`src/rtl/synth_ctl_pkg.sv`:
```
package synth_ctl_pkg;
  localparam int BYTE_W = 8;

  typedef enum logic [2:0] {
    ST_IDLE,
    ST_ADDR,
    ST_ADDR_ACK,
    ST_WR_BYTE,
    ST_WR_ACK,
    ST_RD_BYTE,
    ST_RD_ACK
  } bus_state_e;
endpackage

```
`src/rtl/synth_bus_sync.sv`:
```
module synth_bus_sync #(
  parameter int STAGES = 2
) (
  input  logic clk_i,
  input  logic rst_ni,
  input  logic scl_i,
  input  logic sda_i,
  output logic sda_o,
  output logic scl_rise_o,
  output logic scl_fall_o,
  output logic start_o,
  output logic stop_o
);
  logic [STAGES-1:0] scl_q, sda_q;
  logic              scl_d, sda_d;
  logic              scl_s;

  always_ff @(posedge clk_i or negedge rst_ni) begin
    if (!rst_ni) begin
      scl_q <= '1;
      sda_q <= '1;
      scl_d <= 1'b1;
      sda_d <= 1'b1;
    end else begin
      scl_q <= {scl_q[STAGES-2:0], scl_i};
      sda_q <= {sda_q[STAGES-2:0], sda_i};
      scl_d <= scl_q[STAGES-1];
      sda_d <= sda_q[STAGES-1];
    end
  end

  assign scl_s      = scl_q[STAGES-1];
  assign sda_o      = sda_q[STAGES-1];
  assign scl_rise_o = scl_s & ~scl_d;
  assign scl_fall_o = ~scl_s & scl_d;
  // bus conditions: SDA moves while SCL held high
  assign start_o    = scl_s & scl_d & sda_d & ~sda_o;
  assign stop_o     = scl_s & scl_d & ~sda_d & sda_o;
endmodule

```
`src/rtl/synth_i2c_engine.sv`:
```
module synth_i2c_engine
  import synth_ctl_pkg::*;
#(
  parameter logic [4:0] ADDR_FIXED = 5'b11000
) (
  input  logic              clk_i,
  input  logic              rst_ni,
  input  logic              sda_i,
  input  logic              scl_rise_i,
  input  logic              scl_fall_i,
  input  logic              start_i,
  input  logic              stop_i,
  input  logic [1:0]        addr_sel_i,
  input  logic [BYTE_W-1:0] status_i,
  output logic              sda_pull_o,
  output logic              byte_stb_o,
  output logic [BYTE_W-1:0] byte_o,
  output logic              rd_stop_o
);
  bus_state_e        state_q;
  logic [3:0]        cnt_q;
  logic [BYTE_W-1:0] sh_q, tx_q;
  logic              rw_q, rd_xfer_q, mack_q;

  always_ff @(posedge clk_i or negedge rst_ni) begin
    if (!rst_ni) begin
      state_q    <= ST_IDLE;
      cnt_q      <= '0;
      sh_q       <= '0;
      tx_q       <= '0;
      rw_q       <= 1'b0;
      rd_xfer_q  <= 1'b0;
      mack_q     <= 1'b0;
      byte_stb_o <= 1'b0;
      rd_stop_o  <= 1'b0;
    end else begin
      byte_stb_o <= 1'b0;
      rd_stop_o  <= 1'b0;
      if (start_i) begin
        state_q   <= ST_ADDR;
        cnt_q     <= '0;
        rd_xfer_q <= 1'b0;
      end else if (stop_i) begin
        state_q   <= ST_IDLE;
        rd_stop_o <= rd_xfer_q;
        rd_xfer_q <= 1'b0;
      end else begin
        unique case (state_q)
          ST_ADDR, ST_WR_BYTE: begin
            if (scl_rise_i) begin
              sh_q  <= {sh_q[BYTE_W-2:0], sda_i};
              cnt_q <= cnt_q + 4'd1;
            end else if (scl_fall_i && cnt_q == 4'd8) begin
              if (state_q == ST_WR_BYTE) begin
                state_q <= ST_WR_ACK;
              end else if (sh_q[7:1] == {ADDR_FIXED, addr_sel_i}) begin
                state_q <= ST_ADDR_ACK;
                rw_q    <= sh_q[0];
              end else begin
                state_q <= ST_IDLE;
              end
            end
          end
          ST_ADDR_ACK: if (scl_fall_i) begin
            cnt_q <= '0;
            if (rw_q) begin
              state_q   <= ST_RD_BYTE;
              tx_q      <= status_i;
              rd_xfer_q <= 1'b1;
            end else begin
              state_q <= ST_WR_BYTE;
            end
          end
          ST_WR_ACK: if (scl_fall_i) begin
            byte_stb_o <= 1'b1;  // byte counts only once its ack slot completes
            state_q    <= ST_WR_BYTE;
            cnt_q      <= '0;
          end
          ST_RD_BYTE: if (scl_fall_i) begin
            if (cnt_q == 4'd7) begin
              state_q <= ST_RD_ACK;
            end else begin
              tx_q  <= {tx_q[BYTE_W-2:0], 1'b0};
              cnt_q <= cnt_q + 4'd1;
            end
          end
          ST_RD_ACK: begin
            if (scl_rise_i) begin
              mack_q <= ~sda_i;
            end else if (scl_fall_i) begin
              if (mack_q) begin
                state_q <= ST_RD_BYTE;
                tx_q    <= status_i;
                cnt_q   <= '0;
              end else begin
                state_q <= ST_IDLE;
              end
            end
          end
          default: state_q <= ST_IDLE;
        endcase
      end
    end
  end

  assign byte_o     = sh_q;
  assign sda_pull_o = (state_q == ST_ADDR_ACK) || (state_q == ST_WR_ACK) ||
                      (state_q == ST_RD_BYTE && !tx_q[BYTE_W-1]);

  // a byte strobe is a single-cycle pulse
  a_r2_stb_pulse: assert property (@(posedge clk_i) disable iff (!rst_ni)
    byte_stb_o |=> !byte_stb_o);
  // after a stop the line is released
  a_r9_release_after_stop: assert property (@(posedge clk_i) disable iff (!rst_ni)
    stop_i |=> !sda_pull_o);
  // master nack returns to idle with SDA released
  a_r9_nack_idle: assert property (@(posedge clk_i) disable iff (!rst_ni)
    (state_q == ST_RD_ACK && scl_fall_i && !mack_q && !start_i && !stop_i)
      |=> (state_q == ST_IDLE && !sda_pull_o));
  // no acknowledge drive while waiting for a start
  a_r1_idle_quiet: assert property (@(posedge clk_i) disable iff (!rst_ni)
    (state_q == ST_IDLE && !start_i) |=> !sda_pull_o);
endmodule

```
`src/rtl/synth_tune_regs.sv`:
```
module synth_tune_regs
  import synth_ctl_pkg::*;
#(
  parameter int DIV_W  = 15,
  parameter int PORT_N = 6
) (
  input  logic              clk_i,
  input  logic              rst_ni,
  input  logic              start_i,
  input  logic              byte_stb_i,
  input  logic [BYTE_W-1:0] byte_i,
  input  logic              rd_stop_i,
  output logic [DIV_W-1:0]  div_ratio_o,
  output logic              cp_hi_o,
  output logic              test_mode_o,
  output logic              cp_off_o,
  output logic              drv_off_o,
  output logic [PORT_N-1:0] port_en_o,
  output logic              por_o
);
  localparam int HI_W  = DIV_W - BYTE_W;
  localparam int LO_PN = PORT_N - 2;

  logic            second_q, kind_ctl_q;
  logic [HI_W-1:0] stage_q;

  always_ff @(posedge clk_i or negedge rst_ni) begin
    if (!rst_ni) begin
      second_q    <= 1'b0;
      kind_ctl_q  <= 1'b0;
      stage_q     <= '0;
      div_ratio_o <= '0;
      cp_hi_o     <= 1'b0;
      test_mode_o <= 1'b0;
      cp_off_o    <= 1'b0;
      drv_off_o   <= 1'b0;
      port_en_o   <= '0;
      por_o       <= 1'b1;
    end else begin
      if (rd_stop_i) por_o <= 1'b0;
      if (start_i) begin
        second_q <= 1'b0;
      end else if (byte_stb_i) begin
        if (!second_q) begin
          second_q   <= 1'b1;
          kind_ctl_q <= byte_i[BYTE_W-1];
          if (byte_i[BYTE_W-1]) begin
            cp_hi_o     <= byte_i[6];
            test_mode_o <= byte_i[5];
            cp_off_o    <= byte_i[4];
            drv_off_o   <= byte_i[0];
          end else begin
            stage_q <= byte_i[HI_W-1:0];
          end
        end else begin
          second_q <= 1'b0;
          if (kind_ctl_q) port_en_o   <= {byte_i[7:6], byte_i[LO_PN-1:0]};
          else            div_ratio_o <= {stage_q, byte_i};
        end
      end
    end
  end

  // divider only moves on a byte strobe
  a_r4_div_hold: assert property (@(posedge clk_i) disable iff (!rst_ni)
    !byte_stb_i |=> $stable(div_ratio_o));
  // port enables only move on a byte strobe
  a_r5_port_hold: assert property (@(posedge clk_i) disable iff (!rst_ni)
    !byte_stb_i |=> $stable(port_en_o));
  // the power-on flag never sets again once cleared
  a_r10_por_sticky_low: assert property (@(posedge clk_i) disable iff (!rst_ni)
    !por_o |=> !por_o);
endmodule

```
`src/rtl/synth_ctl_i2c.sv`:
```
module synth_ctl_i2c
  import synth_ctl_pkg::*;
#(
  parameter int         SYNC_STAGES = 2,
  parameter int         DIV_W       = 15,
  parameter int         PORT_N      = 6,
  parameter logic [4:0] ADDR_FIXED  = 5'b11000
) (
  input  logic              clk_i,
  input  logic              rst_ni,
  input  logic              scl_i,
  input  logic              sda_i,
  output logic              sda_pull_o,
  input  logic [1:0]        addr_sel_i,
  input  logic              lock_i,
  input  logic [2:0]        port_lvl_i,
  input  logic [2:0]        adc_code_i,
  output logic [DIV_W-1:0]  div_ratio_o,
  output logic              cp_hi_o,
  output logic              test_mode_o,
  output logic              cp_off_o,
  output logic              drv_off_o,
  output logic [PORT_N-1:0] port_en_o
);
  logic              sda_s, scl_rise, scl_fall, start_det, stop_det;
  logic              byte_stb, rd_stop, por;
  logic [BYTE_W-1:0] byte_data, status;

  assign status = {por, lock_i, port_lvl_i, adc_code_i};

  synth_bus_sync #(.STAGES(SYNC_STAGES)) u_sync (
    .clk_i      (clk_i),
    .rst_ni     (rst_ni),
    .scl_i      (scl_i),
    .sda_i      (sda_i),
    .sda_o      (sda_s),
    .scl_rise_o (scl_rise),
    .scl_fall_o (scl_fall),
    .start_o    (start_det),
    .stop_o     (stop_det)
  );

  synth_i2c_engine #(.ADDR_FIXED(ADDR_FIXED)) u_engine (
    .clk_i      (clk_i),
    .rst_ni     (rst_ni),
    .sda_i      (sda_s),
    .scl_rise_i (scl_rise),
    .scl_fall_i (scl_fall),
    .start_i    (start_det),
    .stop_i     (stop_det),
    .addr_sel_i (addr_sel_i),
    .status_i   (status),
    .sda_pull_o (sda_pull_o),
    .byte_stb_o (byte_stb),
    .byte_o     (byte_data),
    .rd_stop_o  (rd_stop)
  );

  synth_tune_regs #(.DIV_W(DIV_W), .PORT_N(PORT_N)) u_regs (
    .clk_i       (clk_i),
    .rst_ni      (rst_ni),
    .start_i     (start_det),
    .byte_stb_i  (byte_stb),
    .byte_i      (byte_data),
    .rd_stop_i   (rd_stop),
    .div_ratio_o (div_ratio_o),
    .cp_hi_o     (cp_hi_o),
    .test_mode_o (test_mode_o),
    .cp_off_o    (cp_off_o),
    .drv_off_o   (drv_off_o),
    .port_en_o   (port_en_o),
    .por_o       (por)
  );
endmodule

```
`config.mk`:
```
export PLATFORM = sky130hd
export DESIGN_NAME = synth_ctl_i2c
export DESIGN_NICKNAME = d
export VERILOG_FILES = /design/src/rtl/synth_ctl_pkg.sv /design/src/rtl/synth_bus_sync.sv /design/src/rtl/synth_i2c_engine.sv /design/src/rtl/synth_tune_regs.sv /design/src/rtl/synth_ctl_i2c.sv
export SDC_FILE = /design/constraint.sdc
export NUM_CORES = 1
export LEC_CHECK = 0
export BUFFER_PORTS_ARGS = -buffer_cell sky130_fd_sc_hd__buf_2
export CAP_MARGIN = 30
export CORE_ASPECT_RATIO = 1.4
export CORE_MARGIN = 3
export CORE_UTILIZATION = 40
export CTS_BUF_LIST = sky130_fd_sc_hd__clkbuf_4 sky130_fd_sc_hd__clkbuf_8
export CTS_CLUSTER_SIZE = 12
export DETAILED_ROUTE_END_ITERATION = 7
export GPL_ROUTABILITY_DRIVEN = 0
export SLEW_MARGIN = 25
export SYNTH_ARGS = -nofsm -noshare
export SYNTH_HDL_FRONTEND = slang
export SYNTH_SLANG_ARGS = --single-unit
```
`constraint.sdc`:
```
create_clock -name clk_i -period 4.3 [get_ports clk_i]
set_input_delay 0.86 -clock clk_i [delete_from_list [all_inputs] [get_ports clk_i]]
set_output_delay 0.86 -clock clk_i [all_outputs]
set_load 0.03 [all_outputs]
```
==> results.py <==
metrics = {
    "run_status": {
        "outcome": "finished, final reports clean",
    },
    "clock_network": {
        "cts_made_buffers": 9,
        "clkSinkCount": 69,
        "clkLatencyLatePin_ps": 340,
        "clockBufferDepth": 2,
        "cts_tree": "built",
        "cts-resized-gates": 0,
        "ctsHoldBuffers": 0,
        "cts_root_buffer": "clkbuf_8",
        "htreeDepth": 3,
        "cts_setup_buffers": 0,
        "clk_pin_slew_ps": 70,
    },
    "detailed_routing": {
        "drt-total-wl_mm": 6.21,
        "ant_nets": 0,
        "vias_per_cell": 5.30,
        "dr.pass1.iters": 4,
        "drt_iter0_drc": 176,
        "vias": 2103,
        "drc": 0,
        "wl_per_cell_microns": 15.6,
    },
    "floorplanning": {
        "die_x_microns": 80.0,
        "io_pins": 39,
        "core_area_sq_mm": 0.00741,
        "rows": 37,
        "initial_utilization": 0.415,
        "dieArea_sq_mm": 0.00878,
        "die_h_microns": 110,
    },
    "power_and_ir_drop": {
        "p_comb_frac": 0.218,
        "pwr-share-seq": 0.494,
        "power_frac_clock": 0.288,
        "power_density_mw_per_mm2": 511,
        "peakVddDrop_mv": 0.320,
        "power_mw": 1.81,
        "power.leakage_nw": 1.77,
        "power.internal_mw": 1.21,
        "swShare": 0.330,
        "switchingPower_mw": 0.599,
    },
    "placed_design": {
        "dp_hpwl_mm": 4.41,
        "port_buffers": 38,
    },
    "timing": {
        "grt_setup_unrepaired": "no",
        "drv_slew": 0,
        "fin_crit_sh": 0.590,
        "setup_violations": 0,
        "clock_skew_ps": 4.94,
        "max_slew_margin": 0.406,
        "post-route-min-period_ps": 2540,
        "setup-tns-final_ps": 0,
        "tightest_slew_ps": 887,
        "max_freq_mhz": 394,
        "hold_viol_final": 0,
    },
    "setup_path": {
        "rrSetupSlack_ps": 1870,
        "path_class": "flop to output pin",
        "crit_arrival_ps": 1680,
        "cp.required_ps": 3440,
        "cp-end-kind": "output pin",
        "path_max_fanout": 19,
        "cp-start-kind": "flop",
    },
    "global_route": {
        "use_met1": 0.211,
        "antenna_found_initial": 0,
        "grt_pass1_wl_mm": 10.8,
        "use_met3": 0.0361,
        "gr-total-overflow": 0,
        "grt_pass1_vias": 2130,
        "grt_max_degree": 32,
        "use_met2": 0.255,
        "grt_usage": 0.161,
        "grt-busiest-layer": "met2",
    },
    "layout": {
        "antenna_cells": 0,
        "final_common_cell": "dfrtp_1",
        "final_cell_mix": "dfrtp_1, mux2_2, buf_2",
        "drive_gt1_frac": 0.363,
        "final_nets": 310,
        "area_growth_pct": 15.7,
    },
    "yosys": {
        "syn-instance-count": 255,
        "syn_nets": 270,
        "syn_area_per_cell_sq_um": 12.0,
        "ys.flop_type": "dfrtp_1",
        "synth_edf_count": 0,
        "ys_seq_area_frac": 0.565,
        "synthDistinctLibCells": 47,
        "ys_ff_latch": 69,
        "async_reset_ff_frac": 1.00,
        "yosysWarnings": 0,
        "synthesis.area_sq_mm": 0.00307,
    },
    "worst_hold_path": {
        "holdCritPathClass": "flop to flop",
    },
    "flow_run": {
        "max-cap-violations": 0,
    },
}
==> stage by stage <==
| stage | hold slack [ps] | setup WS, ps | cells | utilization | cell area (sq um) |
|---|---|---|---|---|---|
| 2_1_floorplan | 344 | 2040 | 255 | - | 3070 |
| 3_3_place_gp | 346 | 1920 | 379 | 0.449 | 3330 |
| 3_5_place_dp | 347 | 1890 | 380 | 0.452 | 3350 |
| 4_1_cts | 353 | 1750 | 396 | 0.479 | 3550 |
| 5_1_grt | 361 | 1590 | 397 | 0.480 | 3550 |
| 6_report | 354 | 1760 | 397 | 0.480 | 3550 |
==> synth_stat cells, drive strengths merged (2+ instances only) <==
| master | instances | area [sq um] |
|---|---|---|
| a211oi | 2 | 20.0 |
| ha | 2 | 25.0 |
| clkbuf | 2 | 7.51 |
| buf | 10 | 55.1 |
| nor2b | 4 | 35.0 |
| nand4 | 4 | 25.0 |
| nand2 | 22 | 82.6 |
| mux2 | 44 | 495 |
| nand3b | 2 | 15.0 |
| o21ai | 9 | 45.0 |
| nand3 | 3 | 15.0 |
| a311oi | 2 | 17.5 |
| inv | 6 | 22.5 |
| nor3 | 5 | 30.0 |
| xnor2 | 2 | 17.5 |
| nor2 | 14 | 52.6 |
| dfrtp | 62 | 1550 |
| nand4b | 3 | 26.3 |
| nand2b | 7 | 43.8 |
| a21oi | 10 | 50.1 |
| xor2 | 2 | 17.5 |
| a21o | 4 | 30.0 |
| nor4b | 2 | 17.5 |
| a31oi | 10 | 62.6 |
| dfstp | 7 | 184 |
==> kinds of logic after synthesis <==
logic type / count (synthesis) / synth area share
AOI/OAI and AO/OA: 45 / 0.0958
xor gates and xnor gates: 4 / 0.0114
adders and majority gates: 2 / 0.00815
buffers and inverters: 18 / 0.0277
DFF: 69 / 0.565
muxes: 45 / 0.165
and+or+nand+nor: 72 / 0.127
==> final cells by class <==
type,instances,area [sq um]
clock buffer,9,124
clock inverter,7,75.1
fill,712,3850
inverter,6,22.5
multi-input combinational,168,1250
sequential,69,1740
tap,97,121
timing repair buffer,41,225
==> per-layer routing <==
metal / part of all wire / up-vias
li1: - / 998
met1: 0.45 / 1047
met2: 0.49 / 50
met3: 0.044 / 8
met4: 0.017 / 0
met5: 0 / -
==> state kept, by name, summed over array words and instances (netlist names) <==
register	cells
u_regs.second_q	1
u_regs.port_en_o	6
u_engine.tx_q	8
u_sync.sda_q	2
u_engine.cnt_q	4
u_regs.por_o	1
u_regs.cp_off_o	1
u_regs.cp_hi_o	1
u_engine.rw_q	1
u_regs.div_ratio_o	15
u_sync.scl_q	2
u_sync.sda_d	1
u_engine.rd_stop_o	1
u_regs.kind_ctl_q	1
u_engine.state_q	3
u_engine.byte_o	8
u_regs.drv_off_o	1
u_engine.byte_stb_o	1
u_engine.rd_xfer_q	1
u_sync.scl_d	1
u_engine.mack_q	1
u_regs.test_mode_o	1
u_regs.stage_q	7
==> power by group through the flow <==
stage          sequential [mW]  clock (mW)  combinational, mW
2_1_floorplan            0.858           0              0.324
3_3_place_gp             0.907           0              0.389
3_5_place_dp             0.909           0              0.397
4_1_cts                  0.896       0.542              0.399
5_1_grt                  0.917       0.576              0.450
6_report                 0.896       0.523              0.395
==> worst max-delay path: stages (launching register included) <==
cell and delay, ps:
dfrtp_1 680, nand2b_1 180, a21o_1 180, o21ai_0 60
buf_2 230
==> worst paths after layout <==
path,startpoint,endpoint,cells after the start
setup / recovery,u_engine.state_q[2],sda_pull_o,4
hold / removal,u_sync.scl_q[0],u_sync.scl_q[1],0
setup reg to reg,u_engine.state_q[2],u_engine.state_q[0],5
hold reg to reg,u_sync.scl_q[0],u_sync.scl_q[1],0
max in group asynchronous,rst_ni,u_engine.byte_o[2],2
min in group asynchronous,rst_ni,u_engine.mack_q,1
(Power assumes the default switching activity.)
